### config.mk
export PLATFORM = sky130hd
export DESIGN_NAME = exc_entry_ctrl
export DESIGN_NICKNAME = d
export VERILOG_FILES = /design/src/rtl/exc_entry_pkg.sv /design/src/rtl/exc_arbiter.sv /design/src/rtl/exc_target.sv /design/src/rtl/exc_dead_timer.sv /design/src/rtl/exc_entry_ctrl.sv
export SDC_FILE = /design/constraint.sdc
export NUM_CORES = 1
export LEC_CHECK = 0
export ABC_CLOCK_PERIOD_IN_PS = 2000
export BUFFER_PORTS_ARGS = -buffer_cell sky130_fd_sc_hd__buf_2
export CORE_ASPECT_RATIO = 0.75
export CORE_MARGIN = 5
export CORE_UTILIZATION = 48
export DETAILED_ROUTE_END_ITERATION = 6
export PLACE_DENSITY = 0.86
export SYNTH_ARGS = -nofsm -noshare
export SYNTH_HDL_FRONTEND = slang
export SYNTH_SLANG_ARGS = --single-unit
### constraint.sdc
create_clock -name clk -period 2 [get_ports clk]
set_clock_uncertainty 0.1 [all_clocks]
set_input_delay 0.2 -clock clk [delete_from_list [all_inputs] [get_ports clk]]
set_output_delay 0.2 -clock clk [all_outputs]
set_load 0.03 [all_outputs]
### src/rtl/exc_entry_pkg.sv
package exc_entry_pkg;
  localparam int ST_EXL = 1;
  localparam int ST_ERL = 2;
  localparam int ST_SR  = 20;
  localparam int ST_BEV = 22;
  localparam int CA_BD  = 31;

  localparam logic [31:0] RESET_VEC = 32'hBFC0_0000;
  localparam logic [31:0] BOOT_BASE = 32'hBFC0_0200;
  localparam logic [31:0] NORM_BASE = 32'h8000_0000;

  typedef enum logic [2:0] {
    K_NONE = 3'd0,
    K_COLD = 3'd1,
    K_SOFT = 3'd2,
    K_NMI  = 3'd3,
    K_EXC  = 3'd4
  } entry_kind_e;
endpackage

### src/rtl/exc_arbiter.sv
module exc_arbiter
  import exc_entry_pkg::*;
(
  input  logic        cold_i,
  input  logic        soft_i,
  input  logic        nmi_i,
  input  logic        exc_i,
  output entry_kind_e kind_o
);
  always_comb begin
    if (cold_i)      kind_o = K_COLD;
    else if (soft_i) kind_o = K_SOFT;
    else if (nmi_i)  kind_o = K_NMI;
    else if (exc_i)  kind_o = K_EXC;
    else             kind_o = K_NONE;
  end
endmodule

### src/rtl/exc_target.sv
module exc_target
  import exc_entry_pkg::*;
(
  input  entry_kind_e kind_i,
  input  logic        bev_i,
  input  logic [1:0]  vec_sel_i,
  input  logic [31:0] pc_i,
  input  logic        ds_i,
  output logic [31:0] saved_pc_o,
  output logic [31:0] target_o
);
  logic [31:0] offset;

  always_comb begin
    case (vec_sel_i)
      2'd0:    offset = 32'h000;
      2'd1:    offset = 32'h080;
      default: offset = 32'h180;
    endcase
  end

  assign saved_pc_o = ds_i ? (pc_i - 32'd4) : pc_i;

  always_comb begin
    if (kind_i == K_EXC)
      target_o = (bev_i ? BOOT_BASE : NORM_BASE) + offset;
    else
      target_o = RESET_VEC;
  end
endmodule

### src/rtl/exc_dead_timer.sv
module exc_dead_timer #(
  parameter int DEAD_CYCLES = 5
) (
  input  logic clk,
  input  logic rst_n,
  input  logic start_i,
  output logic stall_o,
  output logic go_o
);
  localparam int CW = $clog2(DEAD_CYCLES + 1);
  localparam logic [CW-1:0] LOAD = CW'(DEAD_CYCLES);

  logic [CW-1:0] cnt;

  always_ff @(posedge clk or negedge rst_n) begin
    if (!rst_n) begin
      cnt  <= '0;
      go_o <= 1'b0;
    end else begin
      go_o <= (cnt == CW'(1)) && !start_i;
      if (start_i)        cnt <= LOAD;
      else if (cnt != '0) cnt <= cnt - CW'(1);
    end
  end

  assign stall_o = (cnt != '0);
endmodule

### src/rtl/exc_entry_ctrl.sv
module exc_entry_ctrl
  import exc_entry_pkg::*;
#(
  parameter int TLB_ENTRIES = 48,
  parameter int DEAD_CYCLES = 5,
  parameter int RND_W       = $clog2(TLB_ENTRIES)
) (
  input  logic             clk,
  input  logic             rst_n,
  input  logic             cold_rst_req,
  input  logic             soft_rst_req,
  input  logic             nmi_req,
  input  logic             exc_req,
  input  logic [4:0]       exc_code,
  input  logic [1:0]       vec_sel,
  input  logic [31:0]      pc_in,
  input  logic             in_delay_slot,
  input  logic             sw_wr_status,
  input  logic             sw_wr_epc,
  input  logic [31:0]      sw_wdata,
  output logic             flush,
  output logic             stall,
  output logic             fetch_go,
  output logic [31:0]      redirect_pc,
  output logic             kernel_mode,
  output logic             cache_tlb_rst,
  output logic [31:0]      status_q,
  output logic [31:0]      cause_q,
  output logic [31:0]      epc_q,
  output logic [31:0]      err_epc_q,
  output logic [RND_W-1:0] random_q,
  output logic [RND_W-1:0] wired_q
);
  localparam logic [RND_W-1:0] RND_TOP = RND_W'(TLB_ENTRIES - 1);

  entry_kind_e kind;
  logic [31:0] saved_pc, target;
  logic        entry, is_rst;

  exc_arbiter u_arb (
    .cold_i (cold_rst_req),
    .soft_i (soft_rst_req),
    .nmi_i  (nmi_req),
    .exc_i  (exc_req),
    .kind_o (kind)
  );

  exc_target u_tgt (
    .kind_i     (kind),
    .bev_i      (status_q[ST_BEV]),
    .vec_sel_i  (vec_sel),
    .pc_i       (pc_in),
    .ds_i       (in_delay_slot),
    .saved_pc_o (saved_pc),
    .target_o   (target)
  );

  exc_dead_timer #(.DEAD_CYCLES(DEAD_CYCLES)) u_tmr (
    .clk     (clk),
    .rst_n   (rst_n),
    .start_i (entry),
    .stall_o (stall),
    .go_o    (fetch_go)
  );

  assign entry  = (kind != K_NONE);
  assign is_rst = (kind == K_COLD) || (kind == K_SOFT) || (kind == K_NMI);

  always_ff @(posedge clk or negedge rst_n) begin
    if (!rst_n) begin
      status_q      <= '0;
      cause_q       <= '0;
      epc_q         <= '0;
      err_epc_q     <= '0;
      random_q      <= '0;
      wired_q       <= '0;
      flush         <= 1'b0;
      cache_tlb_rst <= 1'b0;
      redirect_pc   <= '0;
    end else begin
      flush         <= entry;
      cache_tlb_rst <= (kind == K_COLD);
      if (entry) redirect_pc <= target;

      if (is_rst) begin
        err_epc_q            <= saved_pc;
        status_q[ST_BEV]     <= 1'b1;
        status_q[ST_ERL]     <= 1'b1;
        status_q[ST_SR]      <= (kind != K_COLD);
        if (kind == K_COLD) begin
          random_q <= RND_TOP;
          wired_q  <= '0;
        end
      end else if (kind == K_EXC) begin
        cause_q <= {in_delay_slot, 15'b0, cause_q[15:8], 1'b0, exc_code, 2'b00};
        if (!status_q[ST_EXL]) begin
          epc_q            <= saved_pc;
          status_q[ST_EXL] <= 1'b1;
        end
      end else begin
        if (sw_wr_status) status_q <= sw_wdata;
        if (sw_wr_epc)    epc_q    <= sw_wdata;
      end
    end
  end

  assign kernel_mode = status_q[ST_ERL] | status_q[ST_EXL];
endmodule

==> qor.csv <==
stage,metric,value,unit
place,dp_hpwl,12500,µm
cts,htreeDepth,4,
place,gp_congestion,0.846,
worst_hold_path,hold_end,status_q[20],
critical_path,crit_cells,8,
logic_synthesis,synthCells,574,
cts,cts_sinks,114,
sta,setup_tns,0,ns
sta,fin_crit,1.94,ns
sta,timing.hold.ws,0.0280,ns
worst_hold_path,hold_start,nmi_req,
cells_and_area,layout_commonest_cell,buf_2,
floorplanning,die_w,136,µm
critical_path,cp_cell_sequence,"dlygate4sd3_1, buf_2, nor3_2, buf_12, and2_1, nand2_2, buf_4, o21ai_0",
critical_path,cp_num_buf_inv,4,
floorplanning,io_pins,257,
global_route,gr-total-overflow,0,
critical_path,r2r_end,epc_q[24],
place,dpl-instance-area,6820,µm²
critical_path,crit_type,primary input to flop,
cts,clk_pin_slew,0.05,ns
cells_and_area,fin_area,7840,µm²
global_route,grt_max_degree,49,
logic_synthesis,yosysWarnings,0,
global_route,first_global_vias,5450,
logic_synthesis,ys_seq_area_share,50.1,%
detailed_routing,vias,5088,
logic_synthesis,synth.distinct_cells,49,
floorplanning,fp.dieArea,14200,µm²
detailed_routing,drt-total-wl,17700,µm
sta,fmax,0.516,GHz
critical_path,reg2reg_from,status_q[1],
cells_and_area,final_cell_mix,"buf_2, dfrtp_1, nor2_1",
logic_synthesis,synth-edff-count,0,
logic_synthesis,synth_ff_type,dfrtp_1,
cells_and_area,fin_nets,920,
detailed_routing,ant_nets,0,
sta,finalSetupViolCount,0,
critical_path,crit_family,buffers and inverters,
status,status,finished clean,
critical_path,max_stage_delay,0.55,ns
logic_synthesis,yosys-top-cells-area,"dfrtp_1, buf_4, mux2_2",
worst_hold_path,hold_path.class,primary input to flop,
floorplanning,die_h,104,µm
critical_path,worstSetupStartpointType,primary input,
floorplanning,core_area,11600,µm²
sta,slew_viol_final,0,
logic_synthesis,syn_area_per_cell,9.92,µm²
cts,cts_tree,done,
floorplanning,rows,34,
critical_path,crit_arrival,2.13,ns
global_route,grtUsageTotal,25.1,%
floorplanning,start_util,49.0,%
detailed_routing,post-route-drc-count,0,
sta,rsz0062_at_grt,yes,
critical_path,ff2ff_setup_slack,0.44,ns
flow_run,drv_cap,0,
logic_synthesis,yosysTopAreaCell,dfrtp_1,
critical_path,crit_path_end_kind,flop,
cells_and_area,final_core_util,67.5,%
pwr,report.power.total,7.87,mW
pwr,power_density,1000,nW/µm²
sta,post-route-period-util,96.8,%
critical_path,r2r_cells,6,
pwr,ir_drop,649,µV
cts,clk_path_buf_depth,2,
logic_synthesis,netlist_area,5690,µm²
cts,cts_root_buf,clkbuf_16,
logic_synthesis,async_reset_ff_share,100,%
place,port_buffers,203,
cts,cts_setup_buffers,0,
critical_path,required,2.20,ns
detailed_routing,drt_iter0_markers,331,
sta,timing_hold_violations_final,0,
logic_synthesis,synth_top_cell_area_share,50.1,%
global_route,grt_pass1_wl,28200,µm
cells_and_area,drive_above_1_share,36.7,%
detailed_routing,drt-pass1-iter-count,5,
detailed_routing,wire_per_inst,17.5,µm
global_route,antenna_found_initial,0,
critical_path,crit_fanout,16,
cells_and_area,num_antenna_cells,0,
logic_synthesis,synth.ff_latch_count,114,
cts,cts-buffers-inserted,17,
pwr,p_leak,3.83,nW
detailed_routing,via_per_inst,5.03,
cts,clk_latency,0.39,ns
worst_hold_path,min_path_cells,3,
critical_path,crit_path_top_delay_cell,dlygate4sd3_1,
cells_and_area,synthToLayoutAreaGrowth,37.7,%
==> worst min-delay path: stages <==
cell	delay [ns]
buf_2	0.11
nor2_1	0.04
a31oi_1	0.12
==> synth_stat cells (2+ instances only) <==
| cell type | number |
|---|---|
| a211oi_1 | 3 |
| a21o_1 | 5 |
| a21oi_1 | 50 |
| a31oi_1 | 4 |
| and3_1 | 6 |
| buf_4 | 65 |
| clkbuf_1 | 24 |
| clkbuf_8 | 3 |
| dfrtp_1 | 114 |
| ha_1 | 4 |
| inv_1 | 6 |
| mux2_2 | 29 |
| mux2i_1 | 2 |
| nand2_1 | 60 |
| nand2b_1 | 6 |
| nand3_1 | 5 |
| nand4_1 | 5 |
| nand4b_1 | 2 |
| nor2_1 | 66 |
| nor3_1 | 12 |
| nor3b_1 | 4 |
| nor4_1 | 7 |
| nor4b_2 | 2 |
| o211ai_1 | 4 |
| o21ai_0 | 21 |
| o22ai_1 | 9 |
| o31a_1 | 3 |
| or2_2 | 3 |
| or3_1 | 5 |
| or4_4 | 2 |
| xnor2_1 | 14 |
| xor2_1 | 12 |
==> cells by family (layout without fill, tap and decap cells) <==
group	after synthesis	count (layout)	synth area share (%)
AND/OR/NAND/NOR	196	196	17.0
flip-flops	114	114	50.1
AO/OA/AOI/OAI	103	103	10.4
buffers and inverters	99	322	11.5
multiplexers	31	31	6.09
XOR/XNOR	26	26	4.00
adder cells (fa/ha/maj)	4	4	0.879
other	1	53	0.0659
==> report_power, final <==
part           internal (mW)  switching, mW  total [mW]  leakage, nW
Sequential              2.68          0.202        2.88         1.35
Combinational          0.659           1.46        2.12         2.21
Clock                   1.85           1.02        2.87        0.272
==> sequential cells by signal, indices dropped and copies added, names as in the netlist <==
| name | cells |
|---|---|
| epc_q | 32 |
| redirect_pc | 5 |
| random_q | 1 |
| u_tmr.cnt | 3 |
| flush | 1 |
| status_q | 32 |
| cache_tlb_rst | 1 |
| u_tmr.go_o | 1 |
| err_epc_q | 32 |
| cause_q | 6 |
==> per-stage QoR <==
step | setup slack (ns) | instances
6_report | 0.0633 | 1011
4_1_cts | 0.108 | 1011
3_3_place_gp | -0.129 | 934
2_1_floorplan | 0.0443 | 626
3_5_place_dp | -0.177 | 934
5_1_grt | -0.0293 | 1011
==> what timing repair did <==
action	CTS	global route
gates resized for setup	0	3
endpoints found under the hold margin	86	0
hold buffers	45	0
setup endpoints to repair	0	14
==> cell type report <==
cell class	instances	area, µm²
fill	904	3770
sequential	114	2850
multi-input combinational	413	2390
timing repair buffer	284	1810
clock buffer	21	450
tap	162	203
clock inverter	11	113
inverter	6	22.5
==> metal layers <==
layer / wire length, µm / GRT usage, % / vias up
met1: 7030 / 31.0 / 2434
met3: 1590 / 7.40 / 22
li1: - / - / 2377
met4: 271 / 8.13 / 0
met2: 8830 / 42.0 / 255
met5: 0 / 0 / -
==> worst max-delay path by stage <==
stage	startpoint	slack, ns	endpoint
floorplan	pc_in[20]	0.04	err_epc_q[26]
global placement	pc_in[20]	-0.13	epc_q[30]
detailed placement	pc_in[20]	-0.18	epc_q[30]
CTS	cold_rst_req	0.11	epc_q[13]
global route	cold_rst_req	-0.03	epc_q[10]
finish	cold_rst_req	0.06	epc_q[13]
Note: power is estimated with default switching activity, not from simulation.
